$ cat src/rtl/tsc_pkg.sv
package tsc_pkg;
  localparam int SEL_EXT_TICK  = 0;
  localparam int SEL_EXT_LATCH = 1;

  function automatic int wrap_inc(input int cur, input int modulus);
    return (cur >= modulus - 1) ? 0 : cur + 1;
  endfunction

  function automatic bit addr_hits_word(input int addr, input int word_idx);
    return addr == word_idx + 1;
  endfunction
endpackage

$ cat src/rtl/tsc_sync_edge.sv
module tsc_sync_edge #(
  parameter int STAGES = 2
) (
  input  logic clk,
  input  logic rst_n,
  input  logic din,
  output logic rise
);
  logic [STAGES-1:0] shreg;
  logic              last_q;

  always_ff @(posedge clk) begin
    if (!rst_n) begin
      shreg  <= '0;
      last_q <= 1'b0;
    end else begin
      shreg  <= {shreg[STAGES-2:0], din};
      last_q <= shreg[STAGES-1];
    end
  end

  assign rise = shreg[STAGES-1] & ~last_q;
endmodule

$ cat src/rtl/tsc_tick_gen.sv
module tsc_tick_gen #(
  parameter int DIV = 4
) (
  input  logic clk,
  input  logic rst_n,
  input  logic go,
  input  logic use_ext,
  input  logic ext_rise,
  output logic tick,
  output logic at_zero
);
  localparam int PH_W = (DIV > 1) ? $clog2(DIV) : 1;
  localparam logic [PH_W-1:0] LAST = PH_W'(DIV - 1);

  logic [PH_W-1:0] phase_q;

  always_ff @(posedge clk) begin
    if (!rst_n || !go) begin
      phase_q <= '0;
    end else begin
      phase_q <= PH_W'(tsc_pkg::wrap_inc(int'(phase_q), DIV));
    end
  end

  assign at_zero = (phase_q == '0);
  assign tick    = go & (use_ext ? ext_rise : (phase_q == LAST));
endmodule

$ cat src/rtl/tsc_count.sv
module tsc_count #(
  parameter int CNT_W = 64
) (
  input  logic             clk,
  input  logic             rst_n,
  input  logic             go,
  input  logic             clr,
  input  logic             tick,
  input  logic             cap_ev,
  output logic [CNT_W-1:0] count,
  output logic [CNT_W-1:0] capture
);
  always_ff @(posedge clk) begin
    if (!rst_n) begin
      count   <= '0;
      capture <= '0;
    end else begin
      if (cap_ev) capture <= count;
      if (!go && clr)  count <= '0;
      else if (tick)   count <= count + CNT_W'(1);
    end
  end
endmodule

$ cat src/rtl/tstamp_gen.sv
module tstamp_gen #(
  parameter int DIV     = 4,
  parameter int CNT_W   = 64,
  parameter int WORD_W  = 16,
  parameter int ADDR_W  = 3,
  parameter int SYNC_ST = 2
) (
  input  logic              clk,
  input  logic              rst_n,
  input  logic              go,
  input  logic [1:0]        src_sel,
  input  logic              ext_tick,
  input  logic              ext_latch,
  input  logic              trig,
  input  logic              cnt_clr,
  input  logic [ADDR_W-1:0] rd_addr,
  output logic [WORD_W-1:0] rd_data,
  output logic              tick_out,
  output logic              latch_out
);
  localparam int NWORDS = CNT_W / WORD_W;

  logic [1:0]       raw_in;
  logic [1:0]       in_rise;
  logic             tick_gated;
  logic             phase_zero;
  logic             latch_ev;
  logic [CNT_W-1:0] count_q;
  logic [CNT_W-1:0] capture_q;

  assign raw_in = {ext_latch, ext_tick};

  for (genvar g = 0; g < 2; g++) begin : g_sync
    tsc_sync_edge #(.STAGES(SYNC_ST)) u_sync (
      .clk  (clk),
      .rst_n(rst_n),
      .din  (raw_in[g]),
      .rise (in_rise[g])
    );
  end

  tsc_tick_gen #(.DIV(DIV)) u_tick (
    .clk     (clk),
    .rst_n   (rst_n),
    .go      (go),
    .use_ext (src_sel[tsc_pkg::SEL_EXT_TICK]),
    .ext_rise(in_rise[0]),
    .tick    (tick_gated),
    .at_zero (phase_zero)
  );

  assign latch_ev = src_sel[tsc_pkg::SEL_EXT_LATCH] ? in_rise[1] : trig;

  tsc_count #(.CNT_W(CNT_W)) u_cnt (
    .clk    (clk),
    .rst_n  (rst_n),
    .go     (go),
    .clr    (cnt_clr),
    .tick   (tick_gated),
    .cap_ev (latch_ev),
    .count  (count_q),
    .capture(capture_q)
  );

  always_ff @(posedge clk) begin
    if (!rst_n) begin
      tick_out  <= 1'b0;
      latch_out <= 1'b0;
    end else begin
      tick_out  <= tick_gated;
      latch_out <= latch_ev;
    end
  end

  always_comb begin
    rd_data = '0;
    for (int i = 0; i < NWORDS; i++) begin
      if (tsc_pkg::addr_hits_word(int'(rd_addr), i))
        rd_data = capture_q[i*WORD_W +: WORD_W];
    end
  end
endmodule

$ cat config.mk
export PLATFORM = sky130hd
export DESIGN_NAME = tstamp_gen
export DESIGN_NICKNAME = d
export VERILOG_FILES = /design/src/rtl/tsc_pkg.sv /design/src/rtl/tsc_sync_edge.sv /design/src/rtl/tsc_tick_gen.sv /design/src/rtl/tsc_count.sv /design/src/rtl/tstamp_gen.sv
export SDC_FILE = /design/constraint.sdc
export NUM_CORES = 1
export LEC_CHECK = 0
export BUFFER_PORTS_ARGS = -buffer_cell sky130_fd_sc_hd__buf_4
export CAP_MARGIN = 40
export CORE_ASPECT_RATIO = 1.75
export CORE_MARGIN = 2
export CORE_UTILIZATION = 30
export CTS_BUF_LIST = sky130_fd_sc_hd__clkbuf_2
export DETAILED_ROUTE_END_ITERATION = 12
export GPL_ROUTABILITY_DRIVEN = 0
export GPL_TIMING_DRIVEN = 0
export SYNTH_ARGS = -nofsm -noshare
export SYNTH_HDL_FRONTEND = slang
export SYNTH_SLANG_ARGS = --single-unit
$ cat constraint.sdc
create_clock -name clk -period 3.52 [get_ports clk]
set_input_delay 0.352 -clock clk [delete_from_list [all_inputs] [get_ports clk]]
set_output_delay 0.352 -clock clk [all_outputs]
set_load 0.005 [all_outputs]
==> results of run 1 <==
[power groups by stage]
stage / sequential (mW) / combinational [mW] / clock (mW)
floorplan: 1.60 / 0.0809 / 0
global placement: 1.60 / 0.128 / 0
detailed placement: 1.60 / 0.129 / 0
CTS: 1.57 / 0.132 / 0.942
global route: 1.58 / 0.145 / 1.00
finish: 1.57 / 0.131 / 0.915
[metal layers]
layer  up-vias  wire, microns  GRT usage [%]  part of all wire, %
met5         -              0              0                    0
li1       2763              -              -                    -
met1      2626           7070           17.3                   39
met4         0           1220           11.8                  6.7
met3        50            460           2.56                  2.5
met2       118           9390           31.3                   52
[final cells by class]
type	instances	area [sq um]	share of cell area (%)
Sequential cell	138	2760	39.5
Clock buffer	17	85.1	1.22
Multi-Input combinational cell	547	3200	45.7
Inverter	10	37.5	0.536
Clock inverter	15	139	1.98
Buffer	53	211	3.02
Tap cell	248	310	4.43
Timing Repair Buffer	33	255	3.65
Antenna cell	1	2.50	0.0357
[worst min-delay path by stage]
| stage | cells after the start | from | to |
|---|---|---|---|
| final | 4 | src_sel[0] | tick_out |
| after CTS | 4 | cnt_clr | u_cnt.count[27] |
| after floorplan | 1 | u_tick.phase_q[0] | u_tick.phase_q[0] |
| after global placement | 1 | g_sync[1].u_sync.shreg[0] | g_sync[1].u_sync.shreg[1] |
| after global routing | 4 | rst_n | u_cnt.count[27] |
| after detailed placement | 1 | g_sync[1].u_sync.shreg[0] | g_sync[1].u_sync.shreg[1] |
[registers in the layout, summed over array words and instances (netlist names)]
| name | count |
|---|---|
| latch_out | 1 |
| u_tick.phase_q | 2 |
| u_cnt.capture | 64 |
| u_cnt.count | 64 |
| g_sync.u_sync.last_q | 2 |
| g_sync.u_sync.shreg | 4 |
| tick_out | 1 |
[layout by cell type, fill, tap and decap left out, types with 12 or more instances in the layout]
cell / n
a22oi_1: 16
or3_1: 17
nor2_1: 38
nand3_1: 19
nand4_1: 23
mux2i_1: 18
o21ai_0: 24
clkbuf_1: 47
xnor2_1: 21
a21boi_0: 65
and2_1: 12
nand2_1: 156
o22ai_1: 16
and4_1: 13
buf_4: 29
a21oi_1: 29
clkbuf_2: 17
dfxtp_1: 138
nor4_1: 13
[through the flow]
| step | area, sq um | instances | hold WS (ps) | utilization (%) |
|---|---|---|---|---|
| global placement | 6720 | 1023 | 413 | 33.1 |
| finish | 7000 | 1062 | 147 | 34.5 |
| floorplan | 6210 | 748 | 405 | - |
| CTS | 6990 | 1060 | 0.536 | 34.4 |
| detailed placement | 6730 | 1025 | 422 | 33.2 |
| global route | 7000 | 1062 | 91.7 | 34.5 |
[worst reg2reg max path, cell delays in order (launching register included)]
cell	delay, ps
dfxtp_1	490
and4_1	270
a21boi_0	570
clkbuf_1	520
nand4_1	500
or3_1	490
a21oi_1	140
[cells by family (layout without fill, tap and decap cells)]
logic type               after synthesis  in the layout  synth area share (%)
AO/OA/AOI/OAI                        167            167                  17.8
XOR/XNOR                              29             29                  4.09
adder cells (fa/ha/maj)                2              2                 0.403
buffers and inverters                 63            128                  4.01
flip-flops                           138            138                  44.5
multiplexers                          18             18                  2.90
other                                  0              1                     0
AND/OR/NAND/NOR                      331            331                  26.3
==> reports/metrics.csv, run 1 <==
metric,value,unit
r2r_cells,6,
grt_overflow,0,
hold_viol,0,
hp-class,input port to flop,
async_flop_share,0,%
switching_power,0.742,mW
netlist_instances,748,
synth-seq-cells,138,
grtUsageTotal,17.1,%
p_total,2.62,mW
place_ws,517,ps
routed-via-count,5557,
setup_ws,444,ps
internal_power,1.88,mW
dr.pass1.iters,4,
synth_edf_count,0,
yosys.area.top_type,dfxtp_1,
slew_headroom,43.7,%
synth.most_common_cell,nand2_1,
reg2reg_slack,440,ps
die_h,194,microns
crit_fanout,10,
core_area,20300,sq um
rsz0062_at_grt,false,
post-route-min-period,3080,ps
clock_latency,760,ps
remaining_drc_errors,0,
fin_nets,814,
max_stage_delay,570,ps
post_drt_via_cell_ratio,5.23,
drive_above_1_share,7.87,%
fin_setup_tns,0,ps
cts_tree,done,
die_w,113,microns
yosysSeqAreaShare,44.5,%
core.rowCount,69,
syn-cell-area,6210,sq um
syn_avg_cell_area,8.30,sq um
cts_buffers,17,
setup_viol,0,
crit_chain,"and4_1, a21boi_0, clkbuf_1, nand4_1, or3_1, a21oi_1",
cts_resized,0,
cp.buffers_inverters,1,
finalClockSkew,65.7,ps
worstReg2RegEnd,u_cnt.count[59],
fin_crit_sh,87.4,%
cap_viol_max_count,0,
area_growth,12.8,%
combPwrFrac,5.0,%
final_max_slew_viol_count,0,
synth_cell_types,42,
p_leak,2.15,nW
pwr-share-seq,60.1,%
post_drt_wl_per_cell,17.1,microns
reg2reg_from,u_cnt.count[2],
synth_ff_type,dfxtp_1,
status,finished clean,
root_buffer,clkbuf_2,
yosys_warnings,0,
cts_num_sinks,138,
cts.clk_slew.worst_paths,260,ps
boundaryPins,30,
clockBufferDepth,2,
crit_slowest_cell,a21boi_0,
netlist_top_cells_area,"dfxtp_1 44%, nand2_1 9.4%, a21boi_0 7.9%",
synth_common_cells,"156 x nand2_1, 138 x dfxtp_1, 65 x a21boi_0",
worstSetupEndpointType,flop,
synth.top_cell.area_share,44.5,%
antenna_found_initial,1,
power_density,374,nW/um^2
finalWirelength,18100,microns
cp-start-kind,flop,
grt_max_degree,17,
worstMarginPinSlew,836,ps
die_area,21900,sq um
critPathCapture,u_cnt.count[59],
cp-startpoint,u_cnt.count[2],
dp_hpwl,14000,microns
post-cts-setup-buffers,0,
start_util,30.6,%
io_buffer_count,27,
nFillCells,2178,
cts_hold_buf,3,
fmax,0.325,GHz
cts_max_level,4,
grt_pass1_vias,5548,
power_frac_clock,34.9,%
drt-initial-drc-count,273,
worst-setup-path-type,flop to flop,
critPathTopFamily,simple AND/OR/NAND/NOR gates,
synth_nets,762,
critPathRequiredTime,4180,ps
p_sw_share,28.3,%
arrival,3740,ps
cp.depth,6,
peakVddDrop,0.000330,V
antenna_left,0,
grt_pass1_wl,28900,microns
No activity file was read; power rests on OpenSTA's default activity.
==> inputs of run 2 (changes only) <==
- RECOVER_POWER: default -> 100
==> run 2 against run 1 <==
Combinational power is essentially flat. Hold slack worse by 13 ps. Sequential cell count did not move. Highest routed layer unchanged.
==> reports/metrics.csv, run 2 (synthesis results as in run 1) <==
metric,value,unit,change
drive_above_1_share,7.26,%,-0.62 points
crit_fanout,10,,unchanged
cts_num_sinks,138,,unchanged
crit_chain,"and4_1, a21boi_0, clkbuf_1, nand4_1, or3_1, a21oi_1",,
cts.clk_slew.worst_paths,270,ps,about the same
boundaryPins,30,,unchanged
dr.pass1.iters,4,,unchanged
layout_commonest_cell,nand2_1,,
nFillCells,2187,,+0.41%
worst-setup-path-type,flop to flop,,
core.rowCount,69,,unchanged
worstMarginPinSlew,1140,ps,+303 ps
worstSetupEndpointType,flop,,
clock_latency,770,ps,about the same
peakVddDrop,0.000332,V,+0.44%
cts_buffers,17,,unchanged
die_area,21900,sq um,unchanged
fin_nets,814,,unchanged
antenna_found_initial,1,,unchanged
finalWirelength,18200,microns,about the same
max_stage_delay,580,ps,about the same
critPathRequiredTime,4190,ps,about the same
cts_tree,done,,
fmax,0.321,GHz,-1.3%
final_max_slew_viol_count,0,,unchanged
status,finished clean,,
start_util,30.6,%,unchanged
grtUsageTotal,17.1,%,unchanged
p_total,2.62,mW,about the same
hold_viol,0,,unchanged
cap_viol_max_count,0,,unchanged
die_w,113,microns,unchanged
setup_viol,0,,unchanged
clockBufferDepth,2,,unchanged
hold_ws,134,ps,-13.2 ps
area_growth,12.4,%,
core_area,20300,sq um,unchanged
power_density,375,nW/um^2,+0.31%
root_buffer,clkbuf_2,,
dpl-instance-area,6730,sq um,unchanged
slew_headroom,23.2,%,-21 points
hp-class,input port to flop,,
remaining_drc_errors,0,,unchanged
reg_top3,"u_cnt.capture (64), u_cnt.count (64), g_sync.u_sync.shreg (4)",,
rsz0062_at_grt,false,,
fin_setup_tns,0,ps,unchanged
io_buffer_count,27,,unchanged
routed-via-count,5551,,-0.11%
p_leak,2.12,nW,-1.4%
grt_max_degree,17,,unchanged
die_h,194,microns,unchanged
drt-initial-drc-count,308,,+13%
cts_max_level,4,,unchanged
fin_area,6980,sq um,-0.32%
finalClockSkew,67.4,ps,+1.71 ps
arrival,3790,ps,+50 ps
fin_crit_sh,88.5,%,+1.1 points
post_drt_wl_per_cell,17.1,microns,about the same
antenna_left,0,,unchanged
post_drt_via_cell_ratio,5.23,,-0.11%
dp_hpwl,14000,microns,unchanged
post-cts-setup-buffers,0,,unchanged
cp-start-kind,flop,,
grt_pass1_wl,28900,microns,unchanged
crit_slowest_cell,a21boi_0,,
instances_no_fill,1062,,unchanged
post-route-min-period,3120,ps,+40.3 ps
dpl.cell_count,1025,,unchanged
final_cell_mix,"156 x nand2_1, 138 x dfxtp_1, 65 x a21boi_0, 53 x clkbuf_1, 38 x nor2_1",,
grt_pass1_vias,5548,,unchanged
grt_overflow,0,,unchanged
-- run 2: cell type report --
| type | count | area (sq um) | share of cell area, % |
|---|---|---|---|
| Multi-Input combinational cell | 547 | 3190 | 45.8 |
| Sequential cell | 138 | 2760 | 39.6 |
| Tap cell | 248 | 310 | 4.45 |
| Timing Repair Buffer | 33 | 244 | 3.50 |
| Buffer | 53 | 204 | 2.92 |
| Clock inverter | 15 | 139 | 1.99 |
| Clock buffer | 17 | 85.1 | 1.22 |
| Inverter | 10 | 37.5 | 0.538 |
| Antenna cell | 1 | 2.50 | 0.0359 |
-- run 2: path summary, 6_finish.rpt --
path,end,start,slack (ps),depth (start not counted)
worst max-delay path,u_cnt.count[59],u_cnt.count[2],400,6
worst min-delay path,tick_out,src_sel[0],130,4
worst max register to register,u_cnt.count[59],u_cnt.count[2],400,6
worst min register to register,u_tick.phase_q[0],u_tick.phase_q[0],450,1
-- run 2: critical path, delay by kind of cell, from the launching register on --
kind / cells / cell delay [ps]
compound gates: 2 / 720
simple gates: 3 / 1290
flops: 1 / 500
buf+inv: 1 / 510
-- run 2: power breakdown --
part           internal [mW]  total, mW  switching, mW
Clock                  0.265      0.915          0.651
Combinational         0.0395      0.130         0.0907
Sequential              1.57       1.57        0.00185
Total                   1.88       2.62          0.743
-- run 2: routing by layer --
layer / track usage [%] / part of all wire (%)
met5: 0 / 0
met4: 11.8 / 6.5
met3: 2.56 / 3.3
met2: 31.3 / 52
met1: 17.3 / 38
-- run 2: through the flow --
stage               setup WS [ps]  util, %
finish                        403     34.4
floorplan                    1330        -
CTS                           419     34.4
global placement              517     33.1
detailed placement            517     33.2
global route                  264     34.4
-- run 2: what timing repair did --
item | 4_1_cts | 5_1_grt
endpoints found under the hold margin | 4 | 1
hold buffers | 3 | 1
gates resized for setup | 0 | 0
==> inputs of run 3 (changes only) <==
- HOLD_SLACK_MARGIN: default -> 0.15
- PLACE_DENSITY_LB_ADDON: default -> 0.15
==> run 3 against run 2 <==
Worst setup slack better by 280 ps. Sequential cell count unchanged. Sequential share of layout area is 0.38 points lower. Hold slack better by 150 ps. Combinational power is 4% higher. Die area did not move. Fmax rose by 9.9%.
==> reports/metrics.csv, run 3 (synthesis results as in run 1) <==
metric,value,unit,change
dpl.cell_count,1027,,+0.20%
instances_no_fill,1065,,+0.28%
rsz0062_at_grt,false,,
antenna_found_initial,1,,unchanged
reg_top3,"u_cnt.capture (64), u_cnt.count (64), g_sync.u_sync.shreg (4)",,
peakVddDrop,0.000154,V,-54%
antenna_left,0,,unchanged
grtUsageTotal,18.7,%,+1.6 points
arrival,3460,ps,-330 ps
remaining_drc_errors,0,,unchanged
dr.pass1.iters,5,,+1
grt_overflow,0,,unchanged
p_sw_share,24.8,%,-3.6 points
core.rowCount,69,,unchanged
setup_viol,0,,unchanged
cts_max_level,4,,unchanged
power_frac_clock,37.9,%,+2.9 points
hp-class,input port to flop,,
routed-via-count,5552,,+0.018%
pwr-share-seq,57.2,%,-2.9 points
post-cts-setup-buffers,0,,unchanged
drive_above_1_share,7.35,%,+0.096 points
cts.clk_slew.worst_paths,200,ps,-70 ps
power_density,390,nW/um^2,+3.9%
finalWirelength,20200,microns,+11%
io_buffer_count,27,,unchanged
start_util,30.6,%,unchanged
layout_commonest_cell,nand2_1,,
die_w,113,microns,unchanged
cp.buffers_inverters,3,,+2
fin_setup_tns,0,ps,unchanged
grt_pass1_vias,5535,,-0.23%
cts_num_sinks,138,,unchanged
switching_power,0.681,mW,-8.3%
crit_slowest_cell,or4_1,,
root_buffer,clkbuf_2,,
dp_hpwl,15700,microns,+12%
worst-setup-path-type,flop to flop,,
fin_nets,819,,+0.61%
hold_depth,6,,+2
r2r_cells,8,,+2
area_growth,13.5,%,
fin_crit_sh,80.6,%,-8.0 points
cap_viol_max_count,0,,unchanged
max_stage_delay,680,ps,+100 ps
die_h,194,microns,unchanged
worstSetupEndpointType,flop,,
critPathRequiredTime,4140,ps,-50 ps
finalClockSkew,28.5,ps,-38.9 ps
hold_viol,0,,unchanged
post_drt_wl_per_cell,19.0,microns,+11%
final_max_slew_viol_count,0,,unchanged
crit_fanout,10,,unchanged
grt_max_degree,17,,unchanged
core_area,20300,sq um,unchanged
clockBufferDepth,2,,unchanged
status,finished clean,,
grt_pass1_wl,31100,microns,+7.7%
internal_power,2.07,mW,+10%
cts_tree,done,,
fmax,0.353,GHz,+9.9%
hold_ws,284,ps,+149 ps
cts_buffers,17,,unchanged
clock_latency,740,ps,-30 ps
cp.depth,8,,+2
worstMarginPinSlew,895,ps,-245 ps
final_cell_mix,"156 x nand2_1, 138 x dfxtp_1, 65 x a21boi_0, 49 x clkbuf_1, 38 x nor2_1",,
boundaryPins,30,,unchanged
drt-initial-drc-count,284,,-7.8%
critPathTopFamily,simple AND/OR/NAND/NOR gates,,
slew_headroom,39.8,%,+17 points
crit_chain,"and4_1, buf_4, nand4_1, or4_1, buf_6, clkbuf_1, o31ai_1, a21oi_1",,
final_util,34.7,%,+0.33 points
p_leak,2.16,nW,+1.8%
post-route-min-period,2840,ps,-281 ps
cp-start-kind,flop,,
post_drt_via_cell_ratio,5.21,,-0.26%
die_area,21900,sq um,unchanged
combPwrFrac,4.9,%,about the same
cts_resized,0,,unchanged
## run 3: final timing paths
check	from	to	slack, ps
max	u_cnt.count[3]	u_cnt.count[56]	680
min	trig	u_cnt.capture[25]	280
max reg2reg	u_cnt.count[3]	u_cnt.count[56]	680
min reg2reg	g_sync[0].u_sync.shreg[0]	g_sync[0].u_sync.shreg[1]	450
## run 3: final cells by class
type	instances	area [sq um]
inverters	10	37.5
clock buffers	19	95.1
fillers	2150	13200
plain buffers	53	211
flip-flops and latches	138	2760
well taps	248	310
multi-input cells	547	3180
repair buffers	38	294
clock inverters	11	154
diodes	1	2.50
## run 3: metrics by stage
step,setup WS [ps],instance area [sq um],total power [mW]
floorplan,1330,6210,1.68
CTS,714,7070,2.77
global placement,490,6720,1.73
global route,429,7050,2.85
detailed placement,761,6750,1.73
finish,684,7050,2.75
## run 3: what timing repair did
action                                  4_1_cts  5_1_grt
hold buffers                                  7        0
endpoints found under the hold margin        24        0
endpoints found under the setup margin        0        0
## run 3: layer usage
layer,global-route usage (%),vias to the layer above,wire [microns]
li1,-,2756,-
met1,19.4,2631,7720
met2,34.8,124,10800
met3,3.46,41,602
met4,10.3,0,1120
met5,0,-,0
## run 3: tightest hold or removal path: stages
cell	delay, ps
buf_4	110
inv_1	60
o21ai_0	110
clkbuf_1	210
nand2_1	110
a21boi_0	70
## run 3: power by group through the flow
stage          Sequential [mW]  Clock, mW  Combinational [mW]
4_1_cts                   1.57       1.06               0.137
3_5_place_dp              1.60          0               0.131
2_1_floorplan             1.60          0              0.0809
5_1_grt                   1.57       1.13               0.148
6_report                  1.57       1.04               0.135
3_3_place_gp              1.60          0               0.126
